**src/rtl/hb_dt_pkg.sv**
```systemverilog
package hb_dt_pkg;

  typedef enum logic [2:0] {
    ST_IDLE,
    ST_WAIT_HI,
    ST_WAIT_LO,
    ST_ON_HI,
    ST_ON_LO
  } dtState_t;

  // strobes from control to the deadtime datapath
  typedef struct packed {
    logic clear;  // drop any wait in progress
    logic load;   // start a new wait, capture the count
    logic inc;    // one more cycle waited
  } dtStrobe_t;

endpackage

```
**src/rtl/hb_dt_counter.sv**
```systemverilog
module hb_dt_counter
  import hb_dt_pkg::*;
#(
  parameter int DT_W = 8
) (
  input  logic            clk,
  input  logic            rst_n,
  input  dtStrobe_t       strb,
  input  logic [DT_W-1:0] dtCycles,
  output logic            expired
);

  localparam logic [DT_W-1:0] MIN_DT = DT_W'(1);

  logic [DT_W-1:0] waitCnt;
  logic [DT_W-1:0] dtHeld;

  always_ff @(posedge clk or negedge rst_n) begin
    if (!rst_n) begin
      waitCnt <= '0;
      dtHeld  <= MIN_DT;
    end else if (strb.clear) begin
      waitCnt <= '0;
    end else if (strb.load) begin
      waitCnt <= '0;
      dtHeld  <= (dtCycles == '0) ? MIN_DT : dtCycles;
    end else if (strb.inc) begin
      waitCnt <= waitCnt + DT_W'(1);
    end
  end

  // the cycle being waited now is the last one of the interval
  assign expired = ({1'b0, waitCnt} + (DT_W+1)'(1)) >= {1'b0, dtHeld};

endmodule

```
**src/rtl/hb_dt_ctrl.sv**
```systemverilog
module hb_dt_ctrl
  import hb_dt_pkg::*;
(
  input  logic      clk,
  input  logic      rst_n,
  input  logic      reqHi,
  input  logic      reqLo,
  input  logic      expired,
  output dtStrobe_t strb,
  output logic      hiOn,
  output logic      loOn
);

  dtState_t state, nextState;

  always_ff @(posedge clk or negedge rst_n) begin
    if (!rst_n) state <= ST_IDLE;
    else        state <= nextState;
  end

  always_comb begin
    nextState = state;
    strb      = '0;
    if (reqHi) begin
      unique case (state)
        ST_ON_HI:   nextState = ST_ON_HI;
        ST_WAIT_HI: begin
          if (expired) nextState = ST_ON_HI;
          else         strb.inc = 1'b1;
        end
        default: begin
          nextState = ST_WAIT_HI;
          strb.load = 1'b1;
        end
      endcase
    end else if (reqLo) begin
      unique case (state)
        ST_ON_LO:   nextState = ST_ON_LO;
        ST_WAIT_LO: begin
          if (expired) nextState = ST_ON_LO;
          else         strb.inc = 1'b1;
        end
        default: begin
          nextState = ST_WAIT_LO;
          strb.load = 1'b1;
        end
      endcase
    end else begin
      nextState  = ST_IDLE;
      strb.clear = 1'b1;
    end
  end

  assign hiOn = (state == ST_ON_HI);
  assign loOn = (state == ST_ON_LO);

endmodule

```
**src/rtl/hb_deadtime_gen.sv**
```systemverilog
module hb_deadtime_gen
  import hb_dt_pkg::*;
#(
  parameter int DT_W = 8
) (
  input  logic            clk,
  input  logic            rst_n,
  input  logic            hiCmd,
  input  logic            loCmdN,
  input  logic            runEn,
  input  logic            uvFault,
  input  logic [DT_W-1:0] dtCycles,
  output logic            hiGate,
  output logic            loGate
);

  logic      allowed;
  logic      reqHi;
  logic      reqLo;
  logic      expired;
  logic      hiOn;
  logic      loOn;
  dtStrobe_t strb;

  // a request for both sides counts as a request for neither
  assign allowed = runEn & ~uvFault;
  assign reqHi   = allowed &  hiCmd &  loCmdN;
  assign reqLo   = allowed & ~loCmdN & ~hiCmd;

  hb_dt_ctrl ctrl_i (
    .clk     (clk),
    .rst_n   (rst_n),
    .reqHi   (reqHi),
    .reqLo   (reqLo),
    .expired (expired),
    .strb    (strb),
    .hiOn    (hiOn),
    .loOn    (loOn)
  );

  hb_dt_counter #(.DT_W(DT_W)) cnt_i (
    .clk      (clk),
    .rst_n    (rst_n),
    .strb     (strb),
    .dtCycles (dtCycles),
    .expired  (expired)
  );

  // turn-off follows the live request, turn-on waits for the state
  assign hiGate = hiOn & reqHi;
  assign loGate = loOn & reqLo;

endmodule

```
**config.mk**
```make
export PLATFORM = sky130hd
export DESIGN_NAME = hb_deadtime_gen
export DESIGN_NICKNAME = d
export VERILOG_FILES = /design/src/rtl/hb_dt_pkg.sv /design/src/rtl/hb_dt_counter.sv /design/src/rtl/hb_dt_ctrl.sv /design/src/rtl/hb_deadtime_gen.sv
export SDC_FILE = /design/constraint.sdc
export NUM_CORES = 1
export LEC_CHECK = 0
export BUFFER_PORTS_ARGS = -buffer_cell sky130_fd_sc_hd__buf_2
export CORE_AREA = 2 2 56 58
export CTS_BUF_LIST = sky130_fd_sc_hd__clkbuf_2 sky130_fd_sc_hd__clkbuf_4 sky130_fd_sc_hd__clkbuf_8
export CTS_CLUSTER_SIZE = 12
export DETAILED_ROUTE_END_ITERATION = 16
export DIE_AREA = 0 0 58 60
export PLACE_DENSITY = 0.61
export SLEW_MARGIN = 20
export SYNTH_ARGS = -nofsm -noshare
export SYNTH_HDL_FRONTEND = slang
export SYNTH_HIERARCHICAL = 1
export SYNTH_SLANG_ARGS = --single-unit
```
**constraint.sdc**
```tcl
create_clock -name clk -period 6.42 [get_ports clk]
set_clock_uncertainty 0.1 [all_clocks]
set_input_delay 0.321 -clock clk [delete_from_list [all_inputs] [get_ports clk]]
set_output_delay 0.321 -clock clk [all_outputs]
set_load 0.02 [all_outputs]
```
==> flow_summary_export.csv, run 1 <==
group,metric,value,unit
grt,grt.busiest_layer,"met2",
placement,portBuffers,15,
floorplan,die_height,60,um
floorplan,start_util,0.432,
final_layout,area_growth,9.58,%
detailed_routing,firstDrtPassIters,4,
worst_setup_path,path_max_fanout,6,
detailed_routing,drc,0,
pwr,power,0.000252,W
detailed_routing,wire_per_inst,12.9,um
grt,grt_pass1_wl,4.06,mm
clock_network,cts.clk_slew.worst_paths,0.10,ns
grt,first_global_vias,957,
timing,post-route-period-util,0.571,
worst_setup_path,crit_required,6.55,ns
synthesis,yosys_warnings,6,
detailed_routing,drt-initial-drc-count,19,
synthesis,ys_ff_latch,19,
final_layout,drive_gt1_frac,0.231,
timing,max_freq,0.273,GHz
floorplan,core-area,2900,um2
detailed_routing,num_vias,925,
clock_network,post_cts_buffers,0,
synthesis,syn_nets,153,
floorplan,fp.dieW,58,um
pwr,ir_drop,0.000125,V
timing,final.setup.tns,0,ns
grt,grt-ovfl-total,0,
timing,tightest_slew,0.810,ns
detailed_routing,vias_per_cell,5.26,
min_path,min_path_type,"input port to register",
grt,grt_usage,0.153,
floorplan,die_area,3480,um2
synthesis,synth.avg_cell_area,9.64,um2
synthesis,synth_edf_count,0,
clock_network,cts_sinks,19,
flow_run,drv_cap,0,
worst_setup_path,cp.arrival,3.80,ns
timing,rsz0062_at_grt,"false",
timing,hold_viol_final,0,
floorplan,ios,16,
floorplan,num_rows,20,
synthesis,synth_cell_types,37,
final_layout,n_antenna_cell,0,
grt,antenna_found_initial,0,
final_layout,final_nets,167,
clock_network,cts_root_buf,"clkbuf_4",
clock_network,h-tree-depth,1,
detailed_routing,wirelength,2.28,mm
clock_network,clkLatencyLatePin,0.30,ns
synthesis,synth_ff_type,"dfrtp_1",
final_layout,fillers,285,
clock_network,postCtsResizedCells,0,
synthesis,synthCells,130,
run_status,status,"finished clean",
timing,finalSetupViolations,0,
clock_network,cts_tree,"done",
clock_network,clk_path_buf_depth,2,
grt,met1_usage,0.182,
timing,period_needed,3.67,ns
timing,finalMaxSlewViolations,0,
timing,max_slew_margin,0.456,
synthesis,syn_area,1250,um2
placement,dp_hpwl,1.78,mm
grt,use_met2,0.265,
clock_network,numCtsBuffers,3,
grt,grt_max_degree,20,
placement,place.gp.congestion,0.839,
worst_setup_path,critical_path_class,"register to register",
synthesis,ys_seq_area_frac,0.380,
grt,gr-usage-met3,0.0238,
synthesis,synth-async-reset-ratio,1.00,
pwr,power_leakage,0.643,nW
worst_setup_path,critPathLaunchType,"register",
pwr,power_density,183,nW/um2
worst_setup_path,worst_setup_path_end_kind,"register",
detailed_routing,final_antenna_net_count,0,
## what timing repair did
action	4_1_cts	5_1_grt
endpoints found under the hold margin	18	0
hold buffers	1	0
endpoints found under the setup margin	0	0
## registers in the layout, summed over array words and instances, names as in the netlist
register,count
cnt_i/dtHeld,8
ctrl_i/state,3
cnt_i/waitCnt,8
## cell type report
class                           count  area, um2  area share
Timing Repair Buffer               16       85.1      0.0619
Inverter                            7       26.3      0.0191
Multi-Input combinational cell     97        714       0.520
Clock buffer                        4       30.0      0.0219
Sequential cell                    19        477       0.347
Tap cell                           33       41.3      0.0301
## routing by layer
metal	vias to the layer above	part of all wire
li1	471	-
met1	436	0.48
met2	14	0.48
met3	4	0.023
met4	0	0.012
met5	-	0
## logic make-up after synthesis
| family | count (synthesis) | synth area share |
|---|---|---|
| AND/OR/NAND/NOR | 51 | 0.243 |
| AO/OA/AOI/OAI | 16 | 0.0758 |
| flip-flops | 19 | 0.380 |
| XOR/XNOR | 13 | 0.0908 |
| adder cells (fa/ha/maj) | 9 | 0.0898 |
| buffers and inverters | 14 | 0.0499 |
| multiplexers | 8 | 0.0709 |
## report_power, final
part           switching (W)  internal (W)  leakage (nW)
clock              0.0000361     0.0000284        0.0184
combinational      0.0000247     0.0000231         0.370
sequential        0.00000700      0.000132         0.254
## cells in the final DEF, fill, tap and decap left out, drive strengths merged, types with 6 or more instances in the layout
cell,count
buf,15
ha,9
xnor2,7
o21ai,7
mux2,7
nor2,15
nand2,7
a21oi,6
xor2,6
inv,7
dfrtp,18
## stage by stage
| step | worst slack (ns) | cell area (um2) | instances | hold WS [ns] | utilization |
|---|---|---|---|---|---|
| 2_1_floorplan | 3.45 | 1250 | 130 | -0.0746 | - |
| 3_3_place_gp | 2.95 | 1330 | 171 | 0.176 | 0.459 |
| 3_5_place_dp | 2.79 | 1330 | 171 | 0.185 | 0.459 |
| 4_1_cts | 2.75 | 1370 | 176 | 0.157 | 0.473 |
| 5_1_grt | 2.32 | 1370 | 176 | 0.157 | 0.473 |
| 6_report | 2.75 | 1370 | 176 | 0.171 | 0.473 |
## path summary, 6_finish.rpt
path | slack [ns] | end | cells after the start | startpoint
worst max-delay path | 2.75 | cnt_i/waitCnt[6] | 13 | cnt_i/waitCnt[0]
min in group asynchronous | 0.38 | cnt_i/dtHeld[1] | 2 | rst_n
max in group asynchronous | 5.51 | cnt_i/dtHeld[0] | 2 | rst_n
worst min register to register | 0.40 | cnt_i/dtHeld[0] | 2 | cnt_i/dtHeld[0]
worst min-delay path | 0.17 | cnt_i/dtHeld[7] | 2 | dtCycles[7]
worst max register to register | 2.75 | cnt_i/waitCnt[6] | 13 | cnt_i/waitCnt[0]
## worst max-delay path: stages, from the launching register on
cell and delay, ns:
dfrtp_1 0.45, ha_1 0.26, nand3_1 0.16, nor2_1 0.16, xor2_1 0.16, ha_1 0.27, a21oi_1 0.14, nand2_1 0.07
a221oi_1 0.27, o21ai_1 0.17, nor3_1 0.70, nand4_2 0.20, or3_1 0.35, a21oi_1 0.14
## cell usage after synthesis, types with 2 or more instances
| cell type | number | area, um2 |
|---|---|---|
| mux2_2 | 7 | 78.8 |
| xnor2_1 | 7 | 61.3 |
| buf_2 | 4 | 20.0 |
| dfrtp_1 | 18 | 450 |
| nor2_1 | 15 | 56.3 |
| nand2_1 | 6 | 22.5 |
| o21ai_0 | 6 | 30.0 |
| or2b_1 | 2 | 15.0 |
| inv_1 | 7 | 26.3 |
| xor2_1 | 6 | 52.6 |
| nand3_1 | 5 | 25.0 |
| ha_1 | 9 | 113 |
| a21oi_1 | 6 | 30.0 |
| nand2b_1 | 3 | 18.8 |
| and2_1 | 2 | 12.5 |
| nand4_1 | 3 | 18.8 |
| and4_1 | 2 | 17.5 |
| nor3_1 | 3 | 15.0 |
(Power assumes the default switching activity.)
==> run 2, diff against run 1 <==
==> constraint.sdc (replaced) <==
create_clock -name clk -period 3.6 [get_ports clk]
set_clock_uncertainty 0.1 [all_clocks]
set_input_delay 0.18 -clock clk [delete_from_list [all_inputs] [get_ports clk]]
set_output_delay 0.18 -clock clk [all_outputs]
set_load 0.02 [all_outputs]
==> run 2 against run 1 <==
- setup slack got worse by 2.4 ns
- final cell count increased by 1.1%
- register-to-register slack got worse by 2.4 ns
- sequential cell count unchanged
- via count is 2.8% higher
- critical path depth increased by 1
- sequential power rose by 78%
- fmax grew 13%
- hold slack got worse by 0.15 ns
- clock power grew 78%
- core utilization grew 0.65 points
- critical path type unchanged
- critical endpoint unchanged
- highest routed layer unchanged
==> flow_summary_export.csv, run 2 (synthesis gave the netlist of run 1 again) <==
group,metric,value,unit
final_layout,layout_common_cells,"dfrtp_1, nor2_1, buf_2",
detailed_routing,wire_per_inst,12.9,um
worst_setup_path,worst_setup_path_end_kind,"register",
timing,finalSetupViolations,0,
pwr,p_comb_frac,0.185,
detailed_routing,vias_per_cell,5.34,
floorplan,num_rows,20,
pwr,power.switching,0.000117,W
placement,portBuffers,15,
pwr,clockPowerShare,0.258,
detailed_routing,final_antenna_net_count,0,
timing,tightest_slew,0.440,ns
worst_setup_path,cp_top_family,"simple AND/OR/NAND/NOR gates",
floorplan,ios,16,
clock_network,numCtsBuffers,3,
final_layout,top_regs,"cnt_i/dtHeld (8), cnt_i/waitCnt (8), ctrl_i/state (3)",
floorplan,fp.dieW,58,um
final_layout,layout_commonest_cell,"dfrtp_1",
pwr,power_leakage,0.650,nW
final_layout,n_antenna_cell,0,
pwr,power_density,320,nW/um2
grt,antenna_found_initial,0,
final_layout,drive_gt1_frac,0.241,
placement,place_ws,0.312,ns
timing,post-route-period-util,0.905,
pwr,power.share.switching,0.263,
detailed_routing,drc,0,
worst_setup_path,critical-path-slowest-cell,"dfrtp_2",
floorplan,die_area,3480,um2
final_layout,final_nets,169,
timing,finalMaxSlewViolations,0,
timing,final.setup.tns,0,ns
worst_setup_path,crit_required,3.73,ns
detailed_routing,num_vias,951,
placement,dp_hpwl,1.75,mm
timing,period_needed,3.26,ns
timing,hold_viol_final,0,
timing,fin_ws,0.342,ns
timing,max_slew_margin,0.707,
run_status,status,"finished clean",
timing,rsz0062_at_grt,"false",
clock_network,cts_tree,"done",
worst_setup_path,critPathLaunchType,"register",
detailed_routing,firstDrtPassIters,4,
pwr,p_int,0.000329,W
pwr,pwr-share-seq,0.557,
clock_network,clkLatencyLatePin,0.30,ns
grt,grt_usage,0.161,
timing,max_freq,0.307,GHz
detailed_routing,drt-initial-drc-count,21,
clock_network,cts_sinks,19,
clock_network,cts.clk_slew.worst_paths,0.11,ns
flow_run,drv_cap,0,
worst_setup_path,critical-path-max-stage-delay,0.43,ns
worst_setup_path,path_max_fanout,6,
floorplan,core-area,2900,um2
clock_network,clk_path_buf_depth,2,
min_path,min_path_type,"input port to register",
worst_setup_path,cp.arrival,3.38,ns
worst_setup_path,cp_cell_sequence,"ha_1, nand3_1, nor2_1, xor2_1, ha_1, a21oi_1, nand2_1, a221oi_1, o21ai_1, nor3_1, buf_4, nand4_2, or3_1, a21oi_1",
worst_setup_path,critical_path_class,"register to register",
grt,grt_pass1_wl,4.34,mm
floorplan,start_util,0.432,
clock_network,cts_root_buf,"clkbuf_4",
clock_network,post_cts_buffers,0,
grt,grt-ovfl-total,0,
worst_setup_path,cp_num_buf_inv,1,
pwr,ir_drop,0.000193,V
final_layout,area_growth,11.1,%
floorplan,die_height,60,um
clock_network,h-tree-depth,1,
placement,place.gp.congestion,0.816,
grt,first_global_vias,997,
detailed_routing,wirelength,2.29,mm
grt,grt_max_degree,20,
-- run 2: through the flow --
step | instance area (um2) | util | total power, W | std cells | hold slack, ns
floorplan | 1250 | - | 0.000306 | 130 | -0.216
CTS | 1380 | 0.476 | 0.000455 | 177 | 0.0115
finish | 1390 | 0.480 | 0.000446 | 178 | 0.0243
global placement | 1340 | 0.462 | 0.000331 | 172 | 0.0348
detailed placement | 1340 | 0.462 | 0.000334 | 172 | 0.0514
global route | 1390 | 0.480 | 0.000484 | 178 | 0.00614
-- run 2: cell type report --
class	instances	area, um2
flip-flops and latches	19	478
fillers	269	1510
well taps	33	41.3
repair buffers	18	103
clock buffers	4	30.0
inverters	7	26.3
multi-input cells	97	714
-- run 2: final timing paths --
check | from | endpoint | slack (ns) | depth (start not counted)
worst max-delay path | cnt_i/waitCnt[0] | cnt_i/waitCnt[6] | 0.34 | 14
worst min-delay path | dtCycles[3] | cnt_i/dtHeld[3] | 0.02 | 2
worst max register to register | cnt_i/waitCnt[0] | cnt_i/waitCnt[6] | 0.34 | 14
worst min register to register | cnt_i/dtHeld[0] | cnt_i/dtHeld[0] | 0.39 | 2
max in group asynchronous | rst_n | cnt_i/waitCnt[0] | 2.82 | 2
min in group asynchronous | rst_n | cnt_i/dtHeld[1] | 0.24 | 2
-- run 2: metal layers --
metal / vias to the layer above / global-route usage / share of wire
li1: 478 / - / -
met5: - / 0 / 0
met4: 0 / 0.0698 / 0.0096
met2: 12 / 0.291 / 0.52
met1: 459 / 0.193 / 0.46
met3: 2 / 0.0195 / 0.014
-- run 2: power by group through the flow --
stage	Combinational, W	Clock [W]	Sequential, W
5_1_grt	0.0000973	0.000134	0.000252
3_3_place_gp	0.0000781	0	0.000252
6_report	0.0000826	0.000115	0.000248
2_1_floorplan	0.0000574	0	0.000249
4_1_cts	0.0000828	0.000123	0.000249
3_5_place_dp	0.0000813	0	0.000253
-- run 2: timing repair --
action / CTS / global route
endpoints found under the setup margin: 0 / 2
resized for setup: 0 / 1
endpoints found under the hold margin: 18 / 1
hold buffers: 1 / 1
==> run 3, diff against run 2 <==
--- a/config.mk
+++ b/config.mk
@@ -6,12 +6,11 @@
 export NUM_CORES = 1
 export LEC_CHECK = 0
 export BUFFER_PORTS_ARGS = -buffer_cell sky130_fd_sc_hd__buf_2
-export CORE_AREA = 2 2 56 58
-export CTS_BUF_LIST = sky130_fd_sc_hd__clkbuf_2 sky130_fd_sc_hd__clkbuf_4 sky130_fd_sc_hd__clkbuf_8
+export CORE_AREA = 2 2 56 85
 export CTS_CLUSTER_SIZE = 12
 export DETAILED_ROUTE_END_ITERATION = 16
-export DIE_AREA = 0 0 58 60
-export PLACE_DENSITY = 0.61
+export DIE_AREA = 0 0 58 87
+export PLACE_DENSITY = 0.44
 export SLEW_MARGIN = 20
 export SYNTH_ARGS = -nofsm -noshare
 export SYNTH_HDL_FRONTEND = slang
==> run 3 against run 2 <==
- final cell count rose by 7.9%
- hold slack better by 0.048 ns
- final area increased by 1.6%
- fmax increased by 0.75%
- via count fell by 1.3%
- critical endpoint unchanged
- highest routed layer unchanged
==> flow_summary_export.csv, run 3 (synthesis gave the netlist of run 1 again) <==
group,metric,value,unit
pwr,power_density,341,nW/um2
detailed_routing,vias_per_cell,4.89,
timing,final.setup.tns,0,ns
worst_setup_path,critical-path-max-stage-delay,0.45,ns
grt,grt_pass1_wl,4.37,mm
final_layout,top_regs,"cnt_i/dtHeld (8), cnt_i/waitCnt (8), ctrl_i/state (3)",
floorplan,core-area,4350,um2
final_layout,layout_common_cells,"dfrtp_1, nor2_1, buf_2",
final_layout,n_antenna_cell,0,
worst_setup_path,critical-path-slowest-cell,"dfrtp_1",
grt,antenna_found_initial,0,
floorplan,fp.dieW,58,um
final_layout,area_growth,12.9,%
pwr,p_int,0.000356,W
detailed_routing,drt-initial-drc-count,4,
timing,whs,0.0721,ns
min_path,min_path_type,"input port to register",
final_layout,layout_commonest_cell,"dfrtp_1",
clock_network,cts.clk_slew.worst_paths,0.08,ns
flow_run,drv_cap,0,
clock_network,cts-hold-fix-buffers,1,
timing,tightest_slew,0.452,ns
worst_setup_path,critPathLaunchType,"register",
clock_network,cts_tree,"done",
floorplan,die_height,87,um
pwr,power_leakage,0.652,nW
placement,dp.cells,187,
worst_setup_path,path_max_fanout,6,
timing,period_needed,3.23,ns
clock_network,h-tree-depth,1,
timing,post-route-period-util,0.898,
timing,finalMaxSlewViolations,0,
timing,rsz0062_at_grt,"false",
placement,place.gp.congestion,0.750,
floorplan,die_area,5050,um2
run_status,status,"finished clean",
detailed_routing,drc,0,
worst_setup_path,crit_cells,14,
worst_setup_path,worst_setup_path_end_kind,"register",
worst_setup_path,cp_cell_sequence,"ha_1, nand3_1, nor2_1, xor2_1, ha_1, a21oi_1, nand2_1, a221oi_1, o21ai_1, nor3_1, buf_4, nand4_2, or3_1, a21oi_1",
timing,hold_viol_final,0,
pwr,power.share.switching,0.262,
pwr,clockPowerShare,0.313,
grt,grt_usage,0.113,
final_layout,final_nets,168,
detailed_routing,wire_per_inst,13.2,um
detailed_routing,final_antenna_net_count,0,
pwr,pwr-share-seq,0.515,
detailed_routing,num_vias,939,
clock_network,cts_sinks,19,
clock_network,clk_path_buf_depth,2,
floorplan,num_rows,30,
worst_setup_path,crit_required,3.68,ns
final_layout,final_cell_count_no_fill,192,
detailed_routing,wirelength,2.53,mm
floorplan,ios,16,
worst_setup_path,cp_num_buf_inv,1,
final_layout,drive_gt1_frac,0.229,
clock_network,clkLatencyLatePin,0.25,ns
worst_setup_path,cp.arrival,3.32,ns
timing,max_freq,0.309,GHz
grt,grt-ovfl-total,0,
clock_network,post_cts_buffers,0,
worst_setup_path,rr_worst_depth,14,
placement,portBuffers,15,
floorplan,start_util,0.288,
min_path,hold_depth,2,
worst_setup_path,cp_top_family,"simple AND/OR/NAND/NOR gates",
pwr,power,0.000483,W
timing,finalSetupViolations,0,
placement,dp_hpwl,2.01,mm
pwr,ir_drop,0.000196,V
timing,max_slew_margin,0.699,
pwr,power.switching,0.000127,W
grt,grt_max_degree,20,
pwr,p_comb_frac,0.172,
clock_network,cts_root_buf,"clkbuf_8",
detailed_routing,firstDrtPassIters,4,
clock_network,numCtsBuffers,3,
clock_network,postCtsResizedCells,0,
worst_setup_path,critical_path_class,"register to register",
grt,first_global_vias,983,
## run 3: metal layers
metal  GRT usage  part of all wire
met1       0.119              0.38
met3      0.0134             0.015
met2       0.223              0.59
met5           0                 0
met4      0.0381             0.011
## run 3: through the flow
step           instance area [um2]  setup WS (ns)   util
6_report                      1420          0.366  0.325
5_1_grt                       1420         0.0441  0.325
4_1_cts                       1420          0.346  0.325
3_5_place_dp                  1360          0.370  0.312
3_3_place_gp                  1360          0.432  0.312
2_1_floorplan                 1250          0.626      -
## run 3: power groups by stage
stage / clock (W) / combinational [W] / sequential (W)
3_3_place_gp: 0 / 0.0000813 / 0.000253
4_1_cts: 0.000158 / 0.0000856 / 0.000249
3_5_place_dp: 0 / 0.0000843 / 0.000254
5_1_grt: 0.000165 / 0.0000974 / 0.000252
2_1_floorplan: 0 / 0.0000574 / 0.000249
6_report: 0.000151 / 0.0000831 / 0.000249
## run 3: layout make-up
cell class,count,area [um2]
clock buffer,4,45.0
fill,480,2940
inverter,7,26.3
multi-input combinational,97,714
timing repair buffer,17,92.6
tap,48,60.1
sequential,19,477
## run 3: path summary, 6_finish.rpt
kind	start	end	slack, ns
worst max-delay path	cnt_i/waitCnt[0]	cnt_i/waitCnt[6]	0.37
min in group asynchronous	rst_n	cnt_i/waitCnt[5]	0.30
worst min-delay path	dtCycles[6]	cnt_i/dtHeld[6]	0.07
worst max register to register	cnt_i/waitCnt[0]	cnt_i/waitCnt[6]	0.37
max in group asynchronous	rst_n	cnt_i/dtHeld[0]	2.75
worst min register to register	cnt_i/dtHeld[0]	cnt_i/dtHeld[0]	0.40
